===== src/rtl/vmem_seg_pkg.sv =====
// Package: shared types for the segmented video memory arbiter.
// Assumes nothing beyond IEEE 1800-2017 synthesizable subset.
package vmem_seg_pkg;

    // Who drives a segment in a given cycle.
    typedef enum logic [1:0] {
        OWN_NONE = 2'd0,
        OWN_DISP = 2'd1,
        OWN_CPU  = 2'd2
    } seg_owner_e;

endpackage


===== src/rtl/vmem_seg_decode.sv =====
// Module: vmem_seg_decode
// Turns an address plus a request flag into a one-hot segment vector and
// the in-segment local address. The segment is the top SEG_W address bits.
// Assumes SEG_CNT is a power of two and at least 2.
module vmem_seg_decode #(
    parameter int ADDR_W  = 16,
    parameter int SEG_CNT = 8,
    localparam int SEG_W  = $clog2(SEG_CNT),
    localparam int LOC_W  = ADDR_W - SEG_W
) (
    input  logic              req,
    input  logic [ADDR_W-1:0] addr,
    output logic [SEG_CNT-1:0] hit,
    output logic [LOC_W-1:0]  loc
);

    logic [SEG_W-1:0] seg_idx;

    // Split the address into segment index and local part.
    always_comb begin
        seg_idx = addr[ADDR_W-1 -: SEG_W];
        loc     = addr[LOC_W-1:0];
    end

    // One comparator per segment, qualified by the request.
    for (genvar g = 0; g < SEG_CNT; g++) begin : g_cmp
        always_comb hit[g] = req && (seg_idx == SEG_W'(g));
    end

endmodule


===== src/rtl/vmem_seg_lane.sv =====
// Module: vmem_seg_lane
// Control for one physical segment. It picks the owner (display first),
// muxes the local address, and registers enable, select, write and address
// toward the segment. Assumes the caller has already removed a processor
// hit that collides with the display.
module vmem_seg_lane #(
    parameter int LOC_W = 12
) (
    input  logic             clk,
    input  logic             rst_n,
    input  logic             disp_hit,
    input  logic             cpu_hit,
    input  logic             cpu_we,
    input  logic [LOC_W-1:0] disp_loc,
    input  logic [LOC_W-1:0] cpu_loc,
    output logic             en_q,
    output logic             cpu_sel_q,
    output logic             we_q,
    output logic [LOC_W-1:0] addr_q
);
    import vmem_seg_pkg::*;

    seg_owner_e       owner;
    logic [LOC_W-1:0] addr_d;

    // Fixed priority: display over processor.
    always_comb begin
        if (disp_hit)     owner = OWN_DISP;
        else if (cpu_hit) owner = OWN_CPU;
        else              owner = OWN_NONE;
    end

    // Address multiplexer in front of the segment.
    always_comb addr_d = (owner == OWN_CPU) ? cpu_loc : disp_loc;

    // Register the segment controls; idle and zero in reset.
    always_ff @(posedge clk) begin
        if (!rst_n) begin
            en_q      <= 1'b0;
            cpu_sel_q <= 1'b0;
            we_q      <= 1'b0;
            addr_q    <= '0;
        end else begin
            en_q      <= (owner != OWN_NONE);
            cpu_sel_q <= (owner == OWN_CPU);
            we_q      <= (owner == OWN_CPU) && cpu_we;
            addr_q    <= (owner == OWN_NONE) ? '0 : addr_d;
        end
    end

endmodule


===== src/rtl/vmem_seg_arbiter.sv =====
// Module: vmem_seg_arbiter (top)
// Shares a segmented video memory between a processor port and a display
// read port. Both ports decode their segment each cycle, a collision is any
// segment both hit, and the processor is held with a combinational wait
// while it collides. Assumes the processor holds address and write flag
// stable while cpu_wait is high. SEG_CNT is a power of two and at least 2.
module vmem_seg_arbiter #(
    parameter int ADDR_W  = 16,
    parameter int SEG_CNT = 8,
    localparam int SEG_W  = $clog2(SEG_CNT),
    localparam int LOC_W  = ADDR_W - SEG_W
) (
    input  logic                     clk,
    input  logic                     rst_n,
    input  logic                     disp_req,
    input  logic [ADDR_W-1:0]        disp_addr,
    input  logic                     cpu_req,
    input  logic                     cpu_we,
    input  logic [ADDR_W-1:0]        cpu_addr,
    output logic                     cpu_wait,
    output logic [SEG_CNT-1:0]       seg_en,
    output logic [SEG_CNT-1:0]       seg_cpu_sel,
    output logic [SEG_CNT-1:0]       seg_we,
    output logic [SEG_CNT*LOC_W-1:0] seg_addr
);

    logic [SEG_CNT-1:0] disp_hit;
    logic [SEG_CNT-1:0] cpu_hit;
    logic [SEG_CNT-1:0] cpu_go_hit;
    logic [LOC_W-1:0]   disp_loc;
    logic [LOC_W-1:0]   cpu_loc;
    logic               clash;

    vmem_seg_decode #(.ADDR_W(ADDR_W), .SEG_CNT(SEG_CNT)) disp_dec_i (
        .req  (disp_req),
        .addr (disp_addr),
        .hit  (disp_hit),
        .loc  (disp_loc)
    );

    vmem_seg_decode #(.ADDR_W(ADDR_W), .SEG_CNT(SEG_CNT)) cpu_dec_i (
        .req  (cpu_req),
        .addr (cpu_addr),
        .hit  (cpu_hit),
        .loc  (cpu_loc)
    );

    // Collision: some segment is hit by both ports.
    always_comb clash = |(disp_hit & cpu_hit);

    // Wait generation, forced low in reset.
    always_comb cpu_wait = rst_n && clash;

    // Processor hits that may proceed this cycle.
    always_comb cpu_go_hit = (clash || !rst_n) ? '0 : cpu_hit;

    for (genvar g = 0; g < SEG_CNT; g++) begin : g_lane
        vmem_seg_lane #(.LOC_W(LOC_W)) lane_i (
            .clk       (clk),
            .rst_n     (rst_n),
            .disp_hit  (disp_hit[g]),
            .cpu_hit   (cpu_go_hit[g]),
            .cpu_we    (cpu_we),
            .disp_loc  (disp_loc),
            .cpu_loc   (cpu_loc),
            .en_q      (seg_en[g]),
            .cpu_sel_q (seg_cpu_sel[g]),
            .we_q      (seg_we[g]),
            .addr_q    (seg_addr[g*LOC_W +: LOC_W])
        );
    end

endmodule


===== config.mk =====
export PLATFORM = sky130hd
export DESIGN_NAME = vmem_seg_arbiter
export DESIGN_NICKNAME = d
export VERILOG_FILES = /design/src/rtl/vmem_seg_pkg.sv /design/src/rtl/vmem_seg_decode.sv /design/src/rtl/vmem_seg_lane.sv /design/src/rtl/vmem_seg_arbiter.sv
export SDC_FILE = /design/constraint.sdc
export NUM_CORES = 1
export LEC_CHECK = 0
export BUFFER_PORTS_ARGS = -buffer_cell sky130_fd_sc_hd__buf_4
export CORE_MARGIN = 4
export CORE_UTILIZATION = 46
export CTS_BUF_LIST = sky130_fd_sc_hd__clkbuf_4 sky130_fd_sc_hd__clkbuf_8
export DETAILED_ROUTE_END_ITERATION = 10
export GPL_TIMING_DRIVEN = 0
export PLACE_DENSITY = 0.78
export RECOVER_POWER = 50
export SLEW_MARGIN = 20
export SYNTH_ARGS = -nofsm -noshare
export SYNTH_HDL_FRONTEND = slang
export SYNTH_SLANG_ARGS = --single-unit

===== constraint.sdc =====
create_clock -name clk -period 1.4 [get_ports clk]
set_input_delay 0.14 -clock clk [delete_from_list [all_inputs] [get_ports clk]]
set_output_delay 0.14 -clock clk [all_outputs]
set_load 0.02 [all_outputs]

==> flow_summary.yaml <==
logic_synthesis:
  synthFlopType: "dfxtp_1"
  synthCells: 412
  synth_warnings: 0
  ys_seq_elements: 128
  synth_edf_count: 0
  yosys.area.top_type: "dfxtp_1"
  async_flop_share_pct: 0
  yosysSeqAreaShare_pct: 55.1
  synth-simple-area-share_pct: 9.78
  yosysMostFrequentCell: "dfxtp_1"
  synth_area_um2: 4650
  synth_top_family_by_area: "compound AO/OA/AOI/OAI gates"
  synth.area.top_cells: "dfxtp_1 (55%), o2bb2ai_1 (11%), a32o_1 (8.4%)"
  synth_cell_types: 34
  synth_top_cells_by_count: "dfxtp_1 (128), o2bb2ai_1 (59), a32o_1 (39)"
  synth-compound-area-share_pct: 24.9
  synthAdderAreaFrac_pct: 0
  synthXorXnorAreaFrac_pct: 1.53
  synth_top_area_share_pct: 55.1
  synth_area_per_cell_um2: 11.3
  synthMuxAreaShare_pct: 0
  syn_nets: 449
layout:
  antenna_cells: 0
  syn2layout_area_growth_pct: 29.7
  layout.nets: 626
  fin_util_pct: 61.5
  drive_gt1_share_pct: 21.3
critical_path:
  cp-end-kind: "output port"
  cp_slowest_cell: "nor4_1"
  cp_top_family: "simple AND/OR/NAND/NOR gates"
  critPathMostFrequentCell: "buf_4"
  cp_num_buf_inv: 2
  start_kind: "input pin"
  cp_cell_sequence: "buf_4 -> xor2_4 -> nor4_1 -> and2_1 -> buf_4"
  cp.depth: 5
  worstPathRequired_ps: 1260
  worstPathMaxFanout: 5
  path_class: "input pin to output port"
  slowest_delay_ps: 340
  arrival_ps: 1160
timing:
  slew_viol_final: 0
  setup_viol_count_final: 0
  hold_violations: 0
  relSlewSlack_pct: 55.0
  min_period_ps: 1300
  period_share_pct: 92.5
  holdWs_ps: 8.25
  worst_pin_slew_ps: 672
  fmax_ghz: 0.772
  setup_tns_ps: 0
  layout_setup_ws_ps: 105
  grt_setup_unrepaired: "no"
flow_run:
  drv_cap: 0
drt:
  routed_via_density: 5.58
  wl_per_cell_um: 19.3
  drc: 0
  dr.pass1.iters: 5
  vias: 4104
  routed_wl_mm: 14.2
  drt_iter0_drc: 354
  ant_nets: 0
floorplanning:
  rows: 36
  boundaryPins: 166
  die_w_um: 109
  core_area_um2: 9820
  start_util_pct: 47.4
  die_y_um: 109
  dieArea_um2: 11800
clocking:
  root_buffer: "clkbuf_8"
  cts-htree-levels: 4
  cts_sinks: 128
  cts.path.max_buffers: 2
  tritoncts.num_buffers: 17
  clkTransAtPathRegs_ps: 70
  cts_tree: "built"
global_route:
  grt_pass1_wl_mm: 21.2
  grt_start_max_net_pins: 17
  gr-total-overflow: 0
  grt_pass1_vias: 4053
  track_usage_pct: 23.7
  antenna_found_initial: 0
min_path:
  min_from: "cpu_addr[7]"
  holdPathEnd: "g_lane[5].lane_i.addr_q[7]"
  hold_path_class: "input pin to flip-flop"
  hold_depth: 3
power_and_ir_drop:
  p_leak_uw: 0.00231
  p_per_area_nw_per_um2: 1270
  power_uw: 7650
  ir_drop_uv: 537
outcome:
  outcome: "finished, final reports clean"
placement:
  gp_congestion: 0.911
  dp_slack_ps: -339
  dp_hpwl_mm: 10.5
  port_buffers: 150
-- flip-flops by register name, indices dropped and copies added (netlist names) --
register	cells
g_lane.lane_i.en_q	8
g_lane.lane_i.we_q	8
g_lane.lane_i.cpu_sel_q	8
g_lane.lane_i.addr_q	104
-- power by group --
| group | internal [uW] | switching (uW) |
|---|---|---|
| Sequential | 3710 | 21.6 |
| Clock | 1660 | 1540 |
| Combinational | 238 | 481 |
| Total | 5600 | 2040 |
-- per-layer routing --
layer  track usage [%]  up-vias  routed length (um)
li1                  -     1882                   -
met1              29.9     1948                5910
met2              39.0      241                6740
met3              5.67       33                1140
met4              9.74        0                 387
met5                 0        -                   0
-- logic make-up after synthesis --
family,count (synthesis)
DFF,128
AOI/OAI and AO/OA,121
and+or+nand+nor,89
buffers and inverters,71
xor gates and xnor gates,3
-- metrics by stage --
step / instance area, um2 / instances
floorplan: 4650 / 412
global placement: 5950 / 695
detailed placement: 5950 / 695
CTS: 6430 / 735
global route: 6030 / 735
finish: 6030 / 735
-- final cells by class --
class	count	area, um2
clock buffers	19	249
clock inverters	13	153
repair buffers	158	816
flip-flops and latches	128	2560
plain buffers	70	403
inverters	1	3.75
well taps	133	166
fillers	874	3780
multi-input cells	213	1680
-- repair_timing --
| item | 4_1_cts | 5_1_grt |
|---|---|---|
| endpoints found under the setup margin | 0 | 6 |
| hold buffers | 8 | 0 |
| gates resized for setup | 0 | 4 |
| endpoints found under the hold margin | 10 | 0 |
| buffers inserted | 0 | 0 |
-- worst max-delay path by stage --
stage / from / end / slack, ps
floorplan: disp_addr[14] / g_lane[2].lane_i.en_q / 20
global placement: cpu_req / g_lane[0].lane_i.addr_q[12] / -280
detailed placement: cpu_req / g_lane[1].lane_i.addr_q[11] / -340
CTS: disp_addr[14] / cpu_wait / 30
global route: disp_addr[13] / g_lane[1].lane_i.addr_q[12] / 20
finish: cpu_addr[15] / cpu_wait / 100
-- cell usage in the layout, fill, tap and decap left out, drive strengths merged, types with 2 or more instances in the layout --
master       netlist  final
a2bb2o             2      2
a32o              39     39
and2               3      3
and3              13     13
buf               55     98
bufinv             0      2
clkbuf            15    141
clkinv             0      3
clkinvlp           0      3
dfxtp            128    128
dlygate4sd3        0      8
inv                1      6
nand2              4      4
nand2b             3      3
nand3             32     32
nor2              23     23
nor2b              5      5
nor3               2      2
o211ai             2      2
o22ai              9      9
o2bb2ai           59     59
o41ai              4      4
xor2               3      3
No activity file was read; power rests on OpenSTA's default activity.
